<file path="src/rtl/lsq_pkg.sv">
// Package: shared types and helpers for the load-store queue.
// Assumes the queue depth is a power of two, so ages wrap naturally.
package lsq_pkg;

    typedef enum logic {
        OP_LOAD  = 1'b0,
        OP_STORE = 1'b1
    } lsq_op_e;

endpackage

</file>
<file path="src/rtl/lsq_ring_ptrs.sv">
// Ring pointer control: head, tail and occupancy of the queue.
// Assumes push is never asserted when full and pop never when empty.
module lsq_ring_ptrs #(
    parameter int DEPTH = 8,
    localparam int IW = $clog2(DEPTH),
    localparam int CW = IW + 1
) (
    input  logic          clk,
    input  logic          rst_n,
    input  logic          push,
    input  logic          pop,
    output logic [IW-1:0] head,
    output logic [IW-1:0] tail,
    output logic [CW-1:0] count
);

    // Advance pointers and track occupancy.
    always_ff @(posedge clk) begin
        if (!rst_n) begin
            head  <= '0;
            tail  <= '0;
            count <= '0;
        end else begin
            if (push) tail <= tail + 1'b1;
            if (pop)  head <= head + 1'b1;
            count <= count + CW'(push) - CW'(pop);
        end
    end


    cnt_bound_chk: assert property (@(posedge clk) disable iff (!rst_n)
        count <= CW'(DEPTH));


    pop_dec_chk: assert property (@(posedge clk) disable iff (!rst_n)
        (pop && !push) |=> (count == $past(count) - 1'b1));

endmodule

</file>
<file path="src/rtl/lsq_fwd_search.sv">
// Forwarding search: starting from the slot just older than the load and
// walking toward the head, finds the first store with a matching address.
// It also flags any older store whose address is still missing.
// Assumes the load slot is valid and occupancy metadata is current.
module lsq_fwd_search #(
    parameter int DEPTH  = 8,
    parameter int ADDR_W = 16,
    parameter int DATA_W = 16,
    localparam int IW = $clog2(DEPTH)
) (
    input  logic [DEPTH-1:0]             valid,
    input  logic [DEPTH-1:0]             is_st,
    input  logic [DEPTH-1:0]             addr_v,
    input  logic [DEPTH-1:0][ADDR_W-1:0] addr,
    input  logic [DEPTH-1:0]             data_v,
    input  logic [DEPTH-1:0][DATA_W-1:0] data,
    input  logic [IW-1:0]                head,
    input  logic [IW-1:0]                ld_idx,
    input  logic [ADDR_W-1:0]            ld_addr,
    output logic                         stall,
    output logic                         hit,
    output logic [DATA_W-1:0]            fwd_data
);

    logic          unknown;
    logic [IW-1:0] hit_idx;
    logic [IW-1:0] ld_age;

    // Priority walk from the youngest older slot toward the head.
    always_comb begin
        ld_age  = ld_idx - head;
        unknown = 1'b0;
        hit     = 1'b0;
        hit_idx = '0;
        for (int k = 1; k < DEPTH; k++) begin
            logic [IW-1:0] i;
            i = ld_idx - IW'(k);
            if ((IW'(k) <= ld_age) && valid[i] && is_st[i]) begin
                if (!addr_v[i]) begin
                    unknown = 1'b1;
                end else if ((addr[i] == ld_addr) && !hit) begin
                    hit     = 1'b1;
                    hit_idx = i;
                end
            end
        end
    end

    // Stall on unknown older address or missing forwarded data.
    always_comb begin
        stall    = unknown || (hit && !data_v[hit_idx]);
        fwd_data = data[hit_idx];
    end

endmodule

</file>
<file path="src/rtl/lsq_fwd.sv">
// Load-store queue top: slot storage, load issue and response, retirement.
// Assumes: address/data writes target valid store slots; load requests
// target valid, not-yet-answered load slots; retire_valid is only honoured
// when retire_ready is high.
module lsq_fwd
    import lsq_pkg::*;
#(
    parameter int DEPTH  = 8,
    parameter int ADDR_W = 16,
    parameter int DATA_W = 16,
    parameter int SEQ_W  = 8,
    localparam int IW = $clog2(DEPTH),
    localparam int CW = IW + 1
) (
    input  logic              clk,
    input  logic              rst_n,
    input  logic              alloc_valid,
    input  logic              alloc_store,
    input  logic [SEQ_W-1:0]  alloc_seq,
    output logic              alloc_ready,
    output logic [IW-1:0]     alloc_idx,
    input  logic              sa_valid,
    input  logic [IW-1:0]     sa_idx,
    input  logic [ADDR_W-1:0] sa_addr,
    input  logic              sd_valid,
    input  logic [IW-1:0]     sd_idx,
    input  logic [DATA_W-1:0] sd_data,
    input  logic              ld_req_valid,
    input  logic [IW-1:0]     ld_req_idx,
    input  logic [ADDR_W-1:0] ld_req_addr,
    output logic              ld_req_ready,
    output logic              ld_resp_valid,
    output logic [SEQ_W-1:0]  ld_resp_seq,
    output logic [DATA_W-1:0] ld_resp_data,
    output logic              ld_resp_fwd,
    output logic              cache_rd_en,
    output logic [ADDR_W-1:0] cache_rd_addr,
    input  logic [DATA_W-1:0] cache_rd_data,
    input  logic              retire_valid,
    output logic              retire_ready,
    output logic              cache_wr_en,
    output logic [ADDR_W-1:0] cache_wr_addr,
    output logic [DATA_W-1:0] cache_wr_data
);

    logic [DEPTH-1:0]             valid_q;
    logic [DEPTH-1:0]             st_q;
    logic [DEPTH-1:0][SEQ_W-1:0]  seq_q;
    logic [DEPTH-1:0]             av_q;
    logic [DEPTH-1:0][ADDR_W-1:0] addr_q;
    logic [DEPTH-1:0]             dv_q;
    logic [DEPTH-1:0][DATA_W-1:0] data_q;

    logic [IW-1:0]     head, tail;
    logic [CW-1:0]     count;
    logic              al_fire, rt_fire, ld_fire;
    logic              srch_stall, srch_hit;
    logic [DATA_W-1:0] srch_data, ld_value;

    lsq_ring_ptrs #(.DEPTH(DEPTH)) u_ptrs (
        .clk   (clk),
        .rst_n (rst_n),
        .push  (al_fire),
        .pop   (rt_fire),
        .head  (head),
        .tail  (tail),
        .count (count)
    );

    lsq_fwd_search #(.DEPTH(DEPTH), .ADDR_W(ADDR_W), .DATA_W(DATA_W)) u_search (
        .valid    (valid_q),
        .is_st    (st_q),
        .addr_v   (av_q),
        .addr     (addr_q),
        .data_v   (dv_q),
        .data     (data_q),
        .head     (head),
        .ld_idx   (ld_req_idx),
        .ld_addr  (ld_req_addr),
        .stall    (srch_stall),
        .hit      (srch_hit),
        .fwd_data (srch_data)
    );

    // Handshakes, cache read and head retirement conditions.
    always_comb begin
        alloc_ready   = (count != CW'(DEPTH));
        alloc_idx     = tail;
        al_fire       = alloc_valid && alloc_ready;
        ld_req_ready  = !srch_stall;
        ld_fire       = ld_req_valid && ld_req_ready;
        cache_rd_en   = ld_fire && !srch_hit;
        cache_rd_addr = ld_req_addr;
        ld_value      = srch_hit ? srch_data : cache_rd_data;
        retire_ready  = valid_q[head] && dv_q[head] &&
                        (st_q[head] != OP_STORE || av_q[head]);
        rt_fire       = retire_valid && retire_ready;
        cache_wr_en   = rt_fire && (st_q[head] == OP_STORE);
        cache_wr_addr = addr_q[head];
        cache_wr_data = data_q[head];
    end

    // Slot storage updates: allocate, store writes, load result, retire.
    always_ff @(posedge clk) begin
        if (!rst_n) begin
            valid_q <= '0;
            st_q    <= '0;
            av_q    <= '0;
            dv_q    <= '0;
            seq_q   <= '0;
            addr_q  <= '0;
            data_q  <= '0;
        end else begin
            if (rt_fire) valid_q[head] <= 1'b0;
            if (al_fire) begin
                valid_q[tail] <= 1'b1;
                st_q[tail]    <= alloc_store;
                seq_q[tail]   <= alloc_seq;
                av_q[tail]    <= 1'b0;
                dv_q[tail]    <= 1'b0;
            end
            if (sa_valid) begin
                av_q[sa_idx]   <= 1'b1;
                addr_q[sa_idx] <= sa_addr;
            end
            if (sd_valid) begin
                dv_q[sd_idx]   <= 1'b1;
                data_q[sd_idx] <= sd_data;
            end
            if (ld_fire) begin
                av_q[ld_req_idx]   <= 1'b1;
                addr_q[ld_req_idx] <= ld_req_addr;
                dv_q[ld_req_idx]   <= 1'b1;
                data_q[ld_req_idx] <= ld_value;
            end
        end
    end

    // Registered load response, one cycle after acceptance.
    always_ff @(posedge clk) begin
        if (!rst_n) begin
            ld_resp_valid <= 1'b0;
            ld_resp_seq   <= '0;
            ld_resp_data  <= '0;
            ld_resp_fwd   <= 1'b0;
        end else begin
            ld_resp_valid <= ld_fire;
            ld_resp_seq   <= seq_q[ld_req_idx];
            ld_resp_data  <= ld_value;
            ld_resp_fwd   <= srch_hit;
        end
    end


    resp_after_req_chk: assert property (@(posedge clk) disable iff (!rst_n)
        ld_resp_valid |-> $past(ld_req_valid && ld_req_ready));


    rd_not_stalled_chk: assert property (@(posedge clk) disable iff (!rst_n)
        cache_rd_en |-> (ld_req_valid && ld_req_ready));


    full_flag_chk: assert property (@(posedge clk) disable iff (!rst_n)
        !alloc_ready |-> (valid_q == {DEPTH{1'b1}}));


    wr_complete_chk: assert property (@(posedge clk) disable iff (!rst_n)
        cache_wr_en |-> (av_q[head] && dv_q[head] && valid_q[head]));

endmodule

</file>
<file path="config.mk">
export PLATFORM = sky130hd
export DESIGN_NAME = lsq_fwd
export DESIGN_NICKNAME = d
export VERILOG_FILES = /design/src/rtl/lsq_pkg.sv /design/src/rtl/lsq_ring_ptrs.sv /design/src/rtl/lsq_fwd_search.sv /design/src/rtl/lsq_fwd.sv
export SDC_FILE = /design/constraint.sdc
export NUM_CORES = 1
export LEC_CHECK = 0
export ABC_AREA = 1
export BUFFER_PORTS_ARGS = -buffer_cell sky130_fd_sc_hd__buf_2
export CORE_ASPECT_RATIO = 1.75
export CORE_MARGIN = 10
export CORE_UTILIZATION = 49
export DETAILED_ROUTE_END_ITERATION = 8
export PLACE_DENSITY = 0.73
export SLEW_MARGIN = 10
export SYNTH_ARGS = -nofsm -noshare
export SYNTH_HDL_FRONTEND = slang
export SYNTH_SLANG_ARGS = --single-unit
</file>
<file path="constraint.sdc">
create_clock -name clk -period 6.83 [get_ports clk]
set_input_delay 1.0245 -clock clk [delete_from_list [all_inputs] [get_ports clk]]
set_output_delay 1.0245 -clock clk [all_outputs]
set_load 0.02 [all_outputs]
</file>
==> results of run 1 <==
## cell families (layout without fill, tap and decap cells)
logic type,count (synthesis),in the layout
mux,2,2
fa+ha+maj,16,16
xor+xnor,23,23
flops,388,388
other cells,0,6
buf+inv,656,564
compound gates,1095,1095
simple gates,3128,3128
## how the worst max path moves through the flow
stage / start / end / slack (ns) / cells after the start
floorplan: ld_req_idx[0] / cache_rd_en / 0.74 / 31
global route: ld_req_idx[0] / cache_rd_en / 0.33 / 27
detailed placement: ld_req_idx[0] / data_q[94] / 0.53 / 29
global placement: ld_req_idx[0] / data_q[91] / 0.59 / 28
CTS: ld_req_idx[0] / cache_rd_en / 0.71 / 27
finish: ld_req_idx[0] / cache_rd_en / 0.60 / 22
## critical path: cells and delay by family
family                   cells  cell delay (ns)
AND/OR/NAND/NOR             12             2.41
buffers and inverters        6             0.67
adder cells (fa/ha/maj)      2             0.67
AO/OA/AOI/OAI                2             0.40
## power by group through the flow
| stage | sequential (mW) | combinational, mW | clock (mW) |
|---|---|---|---|
| final | 2.52 | 1.89 | 2.40 |
| after global routing | 2.54 | 2.06 | 2.49 |
| after CTS | 2.52 | 1.85 | 2.42 |
| after detailed placement | 2.57 | 1.84 | 0 |
| after global placement | 2.56 | 1.83 | 0 |
| after floorplan | 2.54 | 1.25 | 0 |
## layer usage
metal | wire, um | vias up | global-route usage (%) | share of wire (%)
met5 | 33 | - | 0 | 0.024
li1 | - | 17516 | - | -
met3 | 11300 | 605 | 6.68 | 8.2
met1 | 47300 | 16975 | 37.3 | 34
met2 | 66500 | 1979 | 62.8 | 48
met4 | 13300 | 6 | 30.0 | 9.6
## registers in the layout, indices dropped and copies added (netlist names), 16 cells and up
register      count
ld_resp_data     16
addr_q          128
data_q          128
seq_q            64
## final cells by class
type                    count  area (um^2)  share of cell area, %
flip-flops and latches    388         7770                   23.8
clock inverters            12          178                  0.543
multi-input cells        4264        20000                   61.1
diodes                      6         15.0                 0.0459
repair buffers            257         1660                   5.07
clock buffers              58         1200                   3.67
well taps                 799         1000                   3.06
inverters                 237          905                   2.76
## cell usage in the layout (no fill, tap or decap), types with 11 or more instances in the layout
cell	instances
sky130_fd_sc_hd__a21oi_1	287
sky130_fd_sc_hd__buf_12	11
sky130_fd_sc_hd__buf_2	166
sky130_fd_sc_hd__buf_4	78
sky130_fd_sc_hd__clkbuf_16	41
sky130_fd_sc_hd__clkbuf_8	11
sky130_fd_sc_hd__clkinv_1	11
sky130_fd_sc_hd__dfxtp_1	387
sky130_fd_sc_hd__ha_1	13
sky130_fd_sc_hd__inv_1	214
sky130_fd_sc_hd__nand2_1	1579
sky130_fd_sc_hd__nand2_2	19
sky130_fd_sc_hd__nand3_1	692
sky130_fd_sc_hd__nand4_1	162
sky130_fd_sc_hd__nor2_1	568
sky130_fd_sc_hd__nor2_2	12
sky130_fd_sc_hd__nor3_1	11
sky130_fd_sc_hd__o2111ai_1	32
sky130_fd_sc_hd__o211ai_1	80
sky130_fd_sc_hd__o21a_1	42
sky130_fd_sc_hd__o21ai_0	608
sky130_fd_sc_hd__o21ai_1	14
sky130_fd_sc_hd__o22ai_1	12
sky130_fd_sc_hd__or2_2	22
sky130_fd_sc_hd__xor2_1	23
==> metrics.txt, run 1 <==
result of the run completed; leak pwr 14.3 nW; CTS Hold Bufs 0; antenna violations before repair 5; post-detailed-route count of antenna-violating nets 0; largest stage delay on the critical path 0.48 ns; main combinational cell family by area after synthesis simple AND/OR/NAND/NOR gates; global route total overflow 0; number of nets in the layout 5293; cell occurring most often along the worst timing path sky130_fd_sc_hd__nor2_1; number of flops mapped to enable cells by yosys 0; Std-Cell Rows 121; Syn Nets 5413; DRC Markers 0; CTS H-tree lvls 2; Final period util 91.2%; Min-Delay Path Depth 2; slew at the pin closest to its max-slew limit 1.13 ns; layout cell share with drive strength beyond 1 7.99%; DRT Wirelength 138 mm; number of clock sinks seen by CTS 388; register clock-pin slew on the reported worst setup and hold paths 0.06 ns; simple-gate area share of the yosys netlist 44.2%; Synth top cells by count 1579 x sky130_fd_sc_hd__nand2_1, 693 x sky130_fd_sc_hd__nand3_1, 608 x sky130_fd_sc_hd__o21ai_0; switch share 36.8%; class of the most critical hold timing path reg -> reg; setup clock skew after layout 0.0267 ns; post-layout instance area 0.0327 mm^2; data arrival time of the critical path 5.20 ns; number of DRC markers after the initial detailed-route iteration 3966; worst-case setup slack after placement 0.528 ns; clock root buffer sky130_fd_sc_hd__clkbuf_16; most area-hungry cell type in the Yosys netlist sky130_fd_sc_hd__dfxtp_1; non-filler instance count after layout 6021; slowest stage cell on the critical path sky130_fd_sc_hd__fa_1; Slew headroom 24.8%; shortest period the worst path allows 6.23 ns; distinct cell type count after synthesis 58; DP Wirelength 97.1 mm; Post-Synth Adder-Cell Area 0.705%; P_int 4.31 mW; worst setup slack for register-to-register paths 1.16 ns; final total negative setup slack 0 ns; critical hold path startpoint seq_q[58]; Avg Vias per Cell 6.16; number of inserted filler cells in the final layout 6522; worst setup path class in -> out; sink of the worst hold path seq_q[58]; Placeable Area 0.0619 mm^2; pwr dens 208 mW/mm^2; synthesis warning total 0; xor and xnor fraction of the mapped netlist area 0.660%; first-pass GRT wire length 207 mm; x dimension of the die 209 um; number of slew-limit violations in the final report 0; Die Area 0.0730 mm^2; number of violations of the max-capacitance limit 0; Area contributors post-synth sky130_fd_sc_hd__dfxtp_1 25%, sky130_fd_sc_hd__nand2_1 19%, sky130_fd_sc_hd__nand3_1 11%, sky130_fd_sc_hd__o21ai_0 10%, sky130_fd_sc_hd__nor2_1 7.1%; largest net degree at the start of global routing 135; via count of the first global-routing pass 34178; IO Port Bufs 170; final design utilization 52.8%; Clock Tree Buf Depth 3; Power, Total 6.81 mW; critical-path maximum fanout 29; required time of the worst setup path 5.81 ns; top-level I/O count 171; worst-skew pair later-pin latency 0.61 ns; post-cts repair resize count 0; RSZ-0062 raised after global routing no; switching power of the nets 2.50 mW; final number of hold-violating endpoints 0; via count of the routed design 37081; Post-Syn Instances 5308; number of CTS-inserted buffers 40; CTS tree done; clock network power share 35.2%; average cell area after synthesis 5.75 um^2; final setup slack of the worst path 0.602 ns; start of the worst register-to-register path u_ptrs.head[0]; total routing usage reported by global routing 36.1%; terminus of the critical flop-to-flop path data_q[94]; synthesized cell area 0.0305 mm^2; share of flip-flops with an asynchronous set or reset after synthesis 0%; Gate power share 27.8%; crit path launch type input pin; top cell type's share of synthesized area 25.5%; complex-gate fraction of the synthesized area 19.6%; Post-CTS Setup Repair Bufs 0; routed wirelength normalized by instance count 23.0 um; number of setup violations in the final report 0; worst-case hold slack 0.444 ns; part of the power in registers 37.0%; top-count cell post-synth sky130_fd_sc_hd__nand2_1; area delta synth->final 7.23%; logic depth of the worst register-to-register path 22; vertical die dimension 350 um; most used flip-flop cell after synthesis sky130_fd_sc_hd__dfxtp_1; fraction of the yosys area taken by sequential cells 25.5%; post-place instance area 0.0313 mm^2; count of placed standard cells including taps 5945; worst voltage drop across the vdd grid 218 uV; sort of element at the end of the critical path primary output; effective utilization at floorplan 49.3%; drt first pass iters 6; cell chain of the critical path buf_6, inv_6, ha_1, inv_1, fa_1, inv_1, or2_2, nor2_1, nand3_1, nand3b_1, nor2_1, nand3_1, nor2_1, nand4_2, o21ai_1, inv_2, a21oi_1, nand3_1, nand3_4, nand3_4, nor2_1, buf_2; GPL Wtd Cong 1.15; share of synthesized area spent on multiplexers 0.0656%; flip-flop and latch count after synthesis 388; f_max 161 MHz
Note: power is estimated with default switching activity, not from simulation.
==> run 2, diff against run 1 <==
==> constraint.sdc (replaced) <==
create_clock -name clk -period 6.83 [get_ports clk]
set_input_delay 1.0245 -clock clk [delete_from_list [all_inputs] [get_ports clk]]
set_output_delay 1.0245 -clock clk [all_outputs]
set_load 0.05 [all_outputs]
==> run 2 against run 1 <==
Against the previous run: worst hold slack about the same; utilization down 0.052 points; largest power group unchanged; highest routed layer unchanged; largest cell class unchanged; clock skew up 0.0047 ns.
==> metrics.txt, run 2 (synthesized netlist as in run 1, its figures left out) <==
crit path launch type input pin; start of the worst register-to-register path u_ptrs.head[0]; final design utilization 52.8%; antenna violations before repair 8; number of violations of the max-capacitance limit 0; number of inserted filler cells in the final layout 6436; IO Port Bufs 170; registers with the most flip-flops addr_q: 128 flops, data_q: 128 flops, seq_q: 64 flops; f_max 153 MHz; final number of hold-violating endpoints 0; shortest period the worst path allows 6.54 ns; leak pwr 14.3 nW; sort of element at the end of the critical path primary output; post-cts repair resize count 0; number of clock sinks seen by CTS 388; Std-Cell Rows 121; class of the most critical hold timing path reg -> reg; via count of the routed design 37000; DP Wirelength 94.9 mm; Min-Delay Path Depth 2; DRT Wirelength 137 mm; clock root buffer sky130_fd_sc_hd__clkbuf_16; CTS H-tree lvls 2; total routing usage reported by global routing 35.6%; top-level I/O count 171; largest net degree at the start of global routing 130; setup clock skew after layout 0.0315 ns; most frequent cells in the layout 1579 x sky130_fd_sc_hd__nand2_1, 692 x sky130_fd_sc_hd__nand3_1, 608 x sky130_fd_sc_hd__o21ai_0, 568 x sky130_fd_sc_hd__nor2_1, 387 x sky130_fd_sc_hd__dfxtp_1; CTS tree done; first-pass GRT wire length 205 mm; global route total overflow 0; number of CTS-inserted buffers 39; post-layout instance area 0.0327 mm^2; slew at the pin closest to its max-slew limit 1.12 ns; RSZ-0062 raised after global routing no; worst-skew pair later-pin latency 0.61 ns; post-detailed-route count of antenna-violating nets 0; Placeable Area 0.0619 mm^2; worst-case hold slack 0.444 ns; vertical die dimension 350 um; CTS Hold Bufs 0; DRC Markers 0; required time of the worst setup path 5.81 ns; sink of the worst hold path seq_q[58]; post-place instance area 0.0313 mm^2; Final period util 95.7%; worst setup slack for register-to-register paths 1.08 ns; Clock Tree Buf Depth 3; number of slew-limit violations in the final report 0; terminus of the critical flop-to-flop path data_q[41]; logic depth of the worst register-to-register path 22; data arrival time of the critical path 5.51 ns; drt first pass iters 6; critical hold path startpoint seq_q[58]; number of DRC markers after the initial detailed-route iteration 4179; effective utilization at floorplan 49.3%; worst setup path class in -> out; Avg Vias per Cell 6.15; area delta synth->final 7.12%; critical-path maximum fanout 104; layout cell share with drive strength beyond 1 8.01%; x dimension of the die 209 um; Die Area 0.0730 mm^2; register clock-pin slew on the reported worst setup and hold paths 0.06 ns; most common library cell in the layout ignoring fill and taps sky130_fd_sc_hd__nand2_1; routed wirelength normalized by instance count 22.8 um; via count of the first global-routing pass 33961; GPL Wtd Cong 1.13; number of setup violations in the final report 0; pwr dens 209 mW/mm^2; final total negative setup slack 0 ns; Slew headroom 24.9%; number of nets in the layout 5292; Post-CTS Setup Repair Bufs 0; result of the run completed; worst voltage drop across the vdd grid 206 uV
[run 2: power by group]
part | total (mW) | switching (mW) | internal [mW]
clock | 2.35 | 1.03 | 1.32
sequential | 2.52 | 0.113 | 2.40
combinational | 1.97 | 1.44 | 0.533
total | 6.85 | 2.59 | 4.26
[run 2: per-stage QoR]
stage | total power, mW | cells | setup WS, ns
floorplan | 3.87 | 5308 | 0.377
global placement | 4.47 | 5945 | 0.476
detailed placement | 4.49 | 5945 | 0.417
CTS | 6.81 | 6016 | 0.403
global route | 7.12 | 6017 | 0.0637
finish | 6.85 | 6017 | 0.295
[run 2: cell type report]
| type | instances | area (um^2) | area share (%) |
|---|---|---|---|
| Clock buffer | 55 | 1140 | 3.48 |
| Timing Repair Buffer | 257 | 1670 | 5.11 |
| Multi-Input combinational cell | 4264 | 20000 | 61.2 |
| Inverter | 237 | 905 | 2.77 |
| Sequential cell | 388 | 7770 | 23.8 |
| Antenna cell | 1 | 2.50 | 0.00766 |
| Tap cell | 799 | 1000 | 3.06 |
| Clock inverter | 16 | 208 | 0.635 |
[run 2: worst max-delay path by stage]
stage | cells past startpoint | slack, ns | from | end
final | 23 | 0.29 | ld_req_idx[0] | cache_rd_en
after global routing | 26 | 0.06 | ld_req_idx[0] | cache_rd_en
after global placement | 23 | 0.48 | ld_req_idx[0] | cache_rd_en
after floorplan | 31 | 0.38 | ld_req_idx[0] | cache_rd_en
after detailed placement | 25 | 0.42 | ld_req_idx[0] | data_q[39]
after CTS | 23 | 0.40 | ld_req_idx[0] | cache_rd_en
[run 2: per-layer routing]
metal	global-route usage, %	vias to the layer above	routed length [um]
met4	30.6	10	13400
met5	0	-	62
met2	61.2	2039	65400
met3	7.21	654	12000
li1	-	17509	-
met1	36.7	16788	46300
[run 2: worst max-delay path: stages]
cell,delay [ns]
sky130_fd_sc_hd__buf_6,0.12
sky130_fd_sc_hd__inv_6,0.07
sky130_fd_sc_hd__buf_12,0.34
sky130_fd_sc_hd__ha_1,0.22
sky130_fd_sc_hd__inv_1,0.05
sky130_fd_sc_hd__fa_1,0.48
sky130_fd_sc_hd__inv_1,0.09
sky130_fd_sc_hd__or2_2,0.30
sky130_fd_sc_hd__nor2_1,0.10
sky130_fd_sc_hd__nand3_1,0.20
sky130_fd_sc_hd__nand3b_1,0.28
sky130_fd_sc_hd__nor2_1,0.19
sky130_fd_sc_hd__nand3_1,0.09
sky130_fd_sc_hd__nor2_1,0.39
sky130_fd_sc_hd__nand4_2,0.24
sky130_fd_sc_hd__o21ai_1,0.16
sky130_fd_sc_hd__inv_2,0.05
sky130_fd_sc_hd__a21oi_1,0.21
sky130_fd_sc_hd__nand3_1,0.16
sky130_fd_sc_hd__nand3_4,0.17
sky130_fd_sc_hd__nand3_4,0.11
sky130_fd_sc_hd__nor2_1,0.13
sky130_fd_sc_hd__buf_2,0.29
